===== config.mk =====
export PLATFORM = sky130hd
export DESIGN_NAME = rx_byte_queue
export DESIGN_NICKNAME = d
export VERILOG_FILES = /design/src/rtl/rxq_pkg.sv /design/src/rtl/rxq_store.sv /design/src/rtl/rxq_idle_timer.sv /design/src/rtl/rxq_flags.sv /design/src/rtl/rx_byte_queue.sv
export SDC_FILE = /design/constraint.sdc
export NUM_CORES = 1
export LEC_CHECK = 0
export BUFFER_PORTS_ARGS = -buffer_cell sky130_fd_sc_hd__buf_2
export CORE_AREA = 2 2 77 134
export DETAILED_ROUTE_END_ITERATION = 10
export DIE_AREA = 0 0 79 136
export GPL_TIMING_DRIVEN = 0
export MAX_ROUTING_LAYER = met4
export PLACE_DENSITY = 0.74
export SLEW_MARGIN = 40
export SYNTH_ARGS = -nofsm -noshare
export SYNTH_HDL_FRONTEND = slang
export SYNTH_SLANG_ARGS = --single-unit

===== constraint.sdc =====
create_clock -name clk -period 3.33 [get_ports clk]
set_clock_uncertainty 0.1 [all_clocks]
set_input_delay 0.333 -clock clk [delete_from_list [all_inputs] [get_ports clk]]
set_output_delay 0.333 -clock clk [all_outputs]
set_load 0.01 [all_outputs]

===== src/rtl/rxq_pkg.sv =====
package rxq_pkg;

  // Events decoded from the strobes in one cycle.
  typedef struct packed {
    logic push_ok;
    logic pop_ok;
    logic drop;
  } rxq_evt_t;

  // Clock cycles in one character: start, data and stop bits.
  function automatic int unsigned char_clocks(input int unsigned clks_per_bit,
                                              input int unsigned bits_per_char);
    return clks_per_bit * bits_per_char;
  endfunction

  // Decode the strobes. A pop frees a slot in the same cycle, so a push
  // on a full queue is accepted when it comes together with a pop.
  function automatic rxq_evt_t decode_evt(input logic rx_valid, input logic pop,
                                          input logic empty, input logic full);
    rxq_evt_t e;
    e.pop_ok  = pop & ~empty;
    e.push_ok = rx_valid & (~full | pop);
    e.drop    = rx_valid & full & ~pop;
    return e;
  endfunction

endpackage


===== src/rtl/rxq_store.sv =====
module rxq_store #(
  parameter int DEPTH  = 8,
  parameter int DATA_W = 8,
  localparam int PTR_W = (DEPTH > 1) ? $clog2(DEPTH) : 1,
  localparam int LVL_W = $clog2(DEPTH + 1)
) (
  input  logic              clk,
  input  logic              rst_n,
  input  logic              push_ok,
  input  logic              pop_ok,
  input  logic [DATA_W-1:0] wr_data,
  output logic [DATA_W-1:0] rd_data,
  output logic [LVL_W-1:0]  level,
  output logic              empty,
  output logic              full
);

  localparam bit POW2 = ((DEPTH & (DEPTH - 1)) == 0);

  logic [DATA_W-1:0] slot [DEPTH];
  logic [PTR_W-1:0]  wr_ptr, rd_ptr, wr_nxt, rd_nxt;

  // New level from the old level and the accepted events.
  function automatic logic [LVL_W-1:0] next_level(input logic [LVL_W-1:0] lv,
                                                  input logic up, input logic dn);
    case ({up, dn})
      2'b10:   return lv + LVL_W'(1);
      2'b01:   return lv - LVL_W'(1);
      default: return lv;
    endcase
  endfunction

  // Pointer wrap: free for a power-of-two depth, explicit compare otherwise.
  generate
    if (POW2) begin : g_wrap_free
      assign wr_nxt = wr_ptr + PTR_W'(1);
      assign rd_nxt = rd_ptr + PTR_W'(1);
    end else begin : g_wrap_cmp
      assign wr_nxt = (wr_ptr == PTR_W'(DEPTH - 1)) ? '0 : wr_ptr + PTR_W'(1);
      assign rd_nxt = (rd_ptr == PTR_W'(DEPTH - 1)) ? '0 : rd_ptr + PTR_W'(1);
    end
  endgenerate

  always_ff @(posedge clk) begin
    if (!rst_n) begin
      wr_ptr <= '0;
      rd_ptr <= '0;
      level  <= '0;
      for (int i = 0; i < DEPTH; i++) slot[i] <= '0;
    end else begin
      if (push_ok) begin
        slot[wr_ptr] <= wr_data;
        wr_ptr       <= wr_nxt;
      end
      if (pop_ok) rd_ptr <= rd_nxt;
      level <= next_level(level, push_ok, pop_ok);
    end
  end

  assign rd_data = slot[rd_ptr];
  assign empty   = (level == '0);
  assign full    = (level == LVL_W'(DEPTH));

endmodule


===== src/rtl/rxq_idle_timer.sv =====
module rxq_idle_timer #(
  parameter int CLKS_PER_BIT  = 16,
  parameter int BITS_PER_CHAR = 10,
  parameter int IDLE_W        = 4
) (
  input  logic              clk,
  input  logic              rst_n,
  input  logic              activity,
  input  logic              empty,
  input  logic [IDLE_W-1:0] idle_chars,
  output logic              timeout
);

  localparam int unsigned CHAR_CLKS = rxq_pkg::char_clocks(CLKS_PER_BIT, BITS_PER_CHAR);
  localparam int CYC_W = (CHAR_CLKS > 1) ? $clog2(CHAR_CLKS) : 1;

  logic [CYC_W-1:0]  cyc;
  logic [IDLE_W-1:0] chars;
  logic              char_done;

  function automatic logic [IDLE_W-1:0] sat_inc(input logic [IDLE_W-1:0] v);
    return (v == '1) ? v : v + IDLE_W'(1);
  endfunction

  function automatic logic expired(input logic [IDLE_W-1:0] seen,
                                   input logic [IDLE_W-1:0] limit,
                                   input logic              none_waiting);
    return (limit != '0) && !none_waiting && (seen >= limit);
  endfunction

  assign char_done = (cyc == CYC_W'(CHAR_CLKS - 1));

  // Character times since the last push or pop. Held at zero while empty.
  always_ff @(posedge clk) begin
    if (!rst_n) begin
      cyc   <= '0;
      chars <= '0;
    end else if (activity || empty) begin
      cyc   <= '0;
      chars <= '0;
    end else if (char_done) begin
      cyc   <= '0;
      chars <= sat_inc(chars);
    end else begin
      cyc <= cyc + CYC_W'(1);
    end
  end

  assign timeout = expired(chars, idle_chars, empty);

endmodule


===== src/rtl/rxq_flags.sv =====
module rxq_flags #(
  parameter int LVL_W = 4
) (
  input  logic             clk,
  input  logic             rst_n,
  input  logic [LVL_W-1:0] level,
  input  logic [LVL_W-1:0] thresh,
  input  logic             drop,
  input  logic             ovr_clear,
  output logic             irq_thresh,
  output logic             overrun
);

  function automatic logic reached(input logic [LVL_W-1:0] lv,
                                   input logic [LVL_W-1:0] th);
    return (th != '0) && (lv >= th);
  endfunction

  assign irq_thresh = reached(level, thresh);

  // A discard wins over a clear in the same cycle.
  always_ff @(posedge clk) begin
    if (!rst_n)         overrun <= 1'b0;
    else if (drop)      overrun <= 1'b1;
    else if (ovr_clear) overrun <= 1'b0;
  end

endmodule


===== src/rtl/rx_byte_queue.sv =====
module rx_byte_queue #(
  parameter int DEPTH         = 8,
  parameter int CLKS_PER_BIT  = 16,
  parameter int BITS_PER_CHAR = 10,
  parameter int IDLE_W        = 4,
  localparam int DATA_W       = 8,
  localparam int LVL_W        = $clog2(DEPTH + 1)
) (
  input  logic              clk,
  input  logic              rst_n,
  input  logic              rx_valid,
  input  logic [DATA_W-1:0] rx_data,
  input  logic              pop,
  input  logic [LVL_W-1:0]  thresh,
  input  logic [IDLE_W-1:0] idle_chars,
  input  logic              ovr_clear,
  output logic [DATA_W-1:0] rd_data,
  output logic [LVL_W-1:0]  level,
  output logic              empty,
  output logic              full,
  output logic              irq_thresh,
  output logic              irq_idle,
  output logic              overrun,
  output logic              irq
);

  rxq_pkg::rxq_evt_t evt;
  logic push_ok, pop_ok, drop;

  assign evt     = rxq_pkg::decode_evt(rx_valid, pop, empty, full);
  assign push_ok = evt.push_ok;
  assign pop_ok  = evt.pop_ok;
  assign drop    = evt.drop;

  rxq_store #(.DEPTH(DEPTH), .DATA_W(DATA_W)) store_i (
    .clk     (clk),
    .rst_n   (rst_n),
    .push_ok (push_ok),
    .pop_ok  (pop_ok),
    .wr_data (rx_data),
    .rd_data (rd_data),
    .level   (level),
    .empty   (empty),
    .full    (full)
  );

  rxq_idle_timer #(
    .CLKS_PER_BIT  (CLKS_PER_BIT),
    .BITS_PER_CHAR (BITS_PER_CHAR),
    .IDLE_W        (IDLE_W)
  ) timer_i (
    .clk        (clk),
    .rst_n      (rst_n),
    .activity   (push_ok | pop_ok),
    .empty      (empty),
    .idle_chars (idle_chars),
    .timeout    (irq_idle)
  );

  rxq_flags #(.LVL_W(LVL_W)) flags_i (
    .clk        (clk),
    .rst_n      (rst_n),
    .level      (level),
    .thresh     (thresh),
    .drop       (drop),
    .ovr_clear  (ovr_clear),
    .irq_thresh (irq_thresh),
    .overrun    (overrun)
  );

  assign irq = irq_thresh | irq_idle | overrun;

endmodule


======== Word level (Yosys, flattened, before mapping) ========
Memories as Yosys holds them, arrays and structs flattened. A register that Yosys moved wholly into a read port is not among the register bits.
Index checks and enable logic that the tools add are counted.
Widths: inputs -> output; s select.
operators by class
  reduce and logical (&&, ||, !) cells .... 14
  add/subtract/negate cells ............... 6
  bitwise operators ....................... 13
  eq/ne operators ......................... 5
  order comparisons ....................... 2
  mux-type cells .......................... 12
operator list
  cell                 number
  $mux 3               3
  $add 4x1->4 const B  2
  $add 8x1->8 const B  1
  $eq 4x4->1 const B   2
  $eq 8x8->1 const B   1
  $ge 4x4->1           2
  $mux 8               1
  $pmux 4 s2           1
  $reduce_bool 4->1    2
  $reduce_or 8->1      1
  $mux 1               7
  $add 3x1->3 const B  2
  $not 1->1            5
  $and 1x1->1          4
  $logic_not 4->1      1
  $or 1x1->1           4
  $reduce_bool 2->1    2
  $sub 4x1->4 const B  1
  $logic_and 1x1->1    3
  $reduce_or 3->1      1
  $eq 2x1->1 const B   1
  $eq 2x2->1 const B   1
  $reduce_and 2->1     1
  $reduce_or 2->1      1
  2 further kinds      2
storage, ports and cells
  register bits after elaboration ......... 23
  RAM bits ................................ 64
  output and inout port bits .............. 18
  memories ................................ 1
  input port bits ......................... 21
  logic and storage cells ................. 59
memories
  memory        words  width  read ports  clocked after memory_dff  wr ports  line             RTL
  store_i.slot  8      8      1           1                         8         rxq_store.sv:20  logic [DATA_W-1:0] slot [DEPTH];

======== Depth between registers and ports, before layout ========
  depth after elaboration ................. 9
  depth in mapped cells ................... 11
  depth with buffers taken out ............ 10

======== By module ========
Synthesis repeated with hierarchy kept, for this count alone.
second synthesis, totals
  cells, all modules ...................... 339
  area, all modules ....................... 4410.5 µm²
by module, submodules not included
  module          area an instance (µm²)  instances  cells each  sequential area each (µm²)
  rxq_store       3590.9                  1          240         2182.1
  rxq_idle_timer  636.9                   1          73          240.2
  rxq_flags       141.4                   1          18          20.0
  rx_byte_queue   41.3                    1          8           0.0

======== Worst setup path before layout ========
Ideal clock, no wire load.
  path kind ............................... flip-flop to flip-flop
  start ................................... register store_i.level[1]
  end ..................................... register store_i.level[2]
  arrival time ............................ 2.292 ns
  cell stages (with the launch flop) ...... 12
  setup slack ............................. 0.820 ns
  data required time ...................... 3.112 ns
  library setup time ...................... 0.118 ns
  period minus slack after synthesis ...... 2.510 ns
  buffers on the path ..................... 1
  cells stage by stage .................... dfxtp_1 -> buf_2 -> or4_1 -> nand2_1 -> inv_1 -> ha_1 -> xor2_1 -> ha_1 -> a21oi_1 -> xnor2_1 -> nand2_1 -> mux2i_1
between the ends
  elaborated cells on any way between the ends .. 13
  classes of those cells .................. add/sub: 2; eq/ne: 3; mux: 1; bitwise: 5; reduce/logical: 2
RTL lines
  item                                             line                 RTL
  from (decl)                                      rxq_store.sv:13      output logic [LVL_W-1:0] level,
  from (signal assigned)                           rxq_store.sv:56      level <= next_level(level, push_ok, pop_ok);
  $logic_not 4->1 (*)                              rxq_store.sv:61      assign empty = (level == '0);
  $not 1->1 (*)                                    rxq_pkg.sv:21        e.pop_ok = pop & ~empty;
  $and 1x1->1 (*)                                  rxq_pkg.sv:21
  named net pop_ok                                 rx_byte_queue.sv:28  logic push_ok, pop_ok, drop;
  $eq 2x1->1 or $eq 2x2->1 (tied branches)         rxq_store.sv:26      case ({up, dn})
  $pmux 4 s2 or $reduce_bool 2->1 (tied branches)  n/a
The timed path passes the listed nets; every way through them passes the cells marked *.
A chain may end at the register's enable or synchronous reset.

==> results.ini <==
[clock_network]
cts_hold_buf = 0
cts_resized = 0
cts_buffers = 9
cts_buffer_depth = 2
clk_latency_ns = 0.34
clkSinkCount = 90
post_cts.repair.setup_buffers = 0
cts_tree = yes
cts-root-buf = clkbuf_16
path_clk_slew_ns = 0.06
ctsHtreeMaxLevel = 3

[logic_synthesis]
synth_seq_cells = 90
syn-num-nets = 374
yosysWarningCount = 0
synthTopCellsByArea = edfxtp_1 45%, dfxtp_1 12%, and2_1 10%, mux4_2 8.3%, ha_1 4.6%
syn_avg_cell_area_sq_um = 12.81
syn-cell-area_sq_mm = 0.004318
synth-main-ff-cell = edfxtp_1
synth_cell_type_count = 38
synth_cells = 337
synth_edf_count = 64
ys_seq_area_frac = 0.5656
yosysTopAreaCellShare = 0.4451
async_flop_share = 0
yosys.area.top_type = edfxtp_1

[placed_design]
routabilityCongestion = 0.7717
portBuffers = 38
hpwl_um = 6070
pre_cts_ws_ns = 0.6240

[worst_setup_path]
reg2reg_setup_slack_ns = 0.60
end_kind = primary output
worstReg2RegStart = store_i.level[1]$_SDFFE_PN0P_
cp_data_arrival_time_ns = 2.36
critical_path_class = reg2out
worstSetupStartpointType = flip-flop
r2r_end = store_i.level[2]$_SDFFE_PN0P_
reg2reg_depth = 10
critPathMaxFanout = 10
critPathRequiredTime_ns = 2.90

[timing]
worst_slack_ns = 0.5354
fmaxAchievable_mhz = 357.8
rsz0062_at_grt = false
setup_violations = 0
worst_pin_slew_ns = 0.8371
max_slew_margin = 0.4382
tns_ns = 0
finalCriticalPeriod_ns = 2.795
report.final.slew_viol_count = 0
min_period_over_period = 0.8392
whs_ns = 0.2205
hold_violations = 0

[floorplanning]
coreArea_sq_mm = 0.009729
num_rows = 48
die_area_sq_mm = 0.01074
die_h_um = 136
boundaryPins = 39
die_w_um = 79
start_util = 0.4438

[global_route]
antenna_found_initial = 0
grt_max_degree = 16
grt.overflow.total = 0
grt_pass1_vias = 2772
grt_pass1_wl_um = 13540
grt_usage = 0.1785

[routing]
drt_iter0_drc = 114
wl_um = 8520
avgViaCountPerCell = 5.163
wl_per_cell_um = 16.51
drc = 0
num_vias = 2664
drtPass1Iterations = 4
drtAntennaViolNets = 0

[layout]
mostFrequentLayoutCells = 70 x and2_1, 64 x edfxtp_1, 41 x buf_2
area_growth_pct = 16.20
nets = 423
drive_gt1_frac = 0.2353
final_core_util = 0.5157
diodes = 0
layout_commonest_cell = and2_1

[pwr]
p_leak_nw = 1.988
ir_drop_uv = 337.4
p_total_mw = 3.169
powerDensity_mw_per_mm2 = 631.7

[job]
maxCapViolCount = 0

[min_path]
worstHoldStart = ovr_clear
hp-class = in2reg
hold_depth = 3
hold_end = flags_i.overrun$_SDFFE_PN0P_

[status]
status = finished, final reports clean

-- registers in the layout, indices dropped and copies added (netlist names), named ones only --
register,flops
store_i.wr_ptr,3
timer_i.cyc,8
store_i.level,4
store_i.rd_ptr,3
flags_i.overrun,1
store_i.slot,64
timer_i.chars,4
-- critical path, cell delays in order (launching register included) --
cell	delay [ns]
dfxtp_1	0.31
buf_1	0.32
clkbuf_1	0.52
mux4_2	0.45
mux2_2	0.28
buf_2	0.14
-- synth_stat cells (3+ instances only) --
| library cell | count |
|---|---|
| nand2b_1 | 8 |
| nor4_1 | 3 |
| nor2b_1 | 3 |
| nor2_1 | 21 |
| o21ai_0 | 8 |
| mux4_2 | 16 |
| clkbuf_1 | 3 |
| xnor2_1 | 9 |
| edfxtp_1 | 64 |
| nand3_1 | 9 |
| dfxtp_1 | 26 |
| ha_1 | 16 |
| nor3_1 | 5 |
| mux2i_1 | 5 |
| nand2_1 | 9 |
| and2_1 | 70 |
| xor2_1 | 4 |
| inv_1 | 16 |
| and3_1 | 4 |
| mux2_2 | 8 |
| buf_2 | 3 |
| a21oi_1 | 7 |
-- metal layers --
layer	vias to the layer above	routed length, um	global-route usage
met4	0	248	0.08429
met5	-	0	-
li1	1306	-	-
met1	1285	3130	0.1708
met3	14	289	0.03453
met2	59	4852	0.3352
-- cell type report --
type	count	area (sq um)
fillers	852	4712
flip-flops and latches	90	2442
multi-input cells	223	1815
clock buffers	9	225.2
repair buffers	38	190.2
well taps	125	156.4
clock inverters	7	93.84
inverters	16	60.06
plain buffers	8	33.78
-- cells by family after synthesis --
family,synth area share
buffers and inverters,0.02173
muxes,0.1159
adders and majority gates,0.04636
xor gates and xnor gates,0.02637
DFF,0.5656
AOI/OAI and AO/OA,0.03506
and+or+nand+nor,0.1889
-- power breakdown --
part | switching (mW) | internal [mW] | total, mW
clock network | 0.415 | 0.655 | 1.07
registers | 0.0563 | 1.28 | 1.34
logic | 0.399 | 0.361 | 0.760
-- stage by stage --
step	instances	instance area (sq um)
6_report	516	5017
5_1_grt	516	5017
4_1_cts	516	5004
3_5_place_dp	500	4684
3_3_place_gp	500	4664
2_1_floorplan	337	4318
-- worst max path at each step --
stage	end	cells past startpoint
after floorplan	store_i.level[2]$_SDFFE_PN0P_	11
after global placement	store_i.slot[4][5]$_SDFFCE_PN0P_	5
after detailed placement	store_i.level[2]$_SDFFE_PN0P_	10
after CTS	rd_data[6]	5
after global routing	rd_data[6]	5
final	rd_data[6]	5
Power figures use the tool's default switching activity.
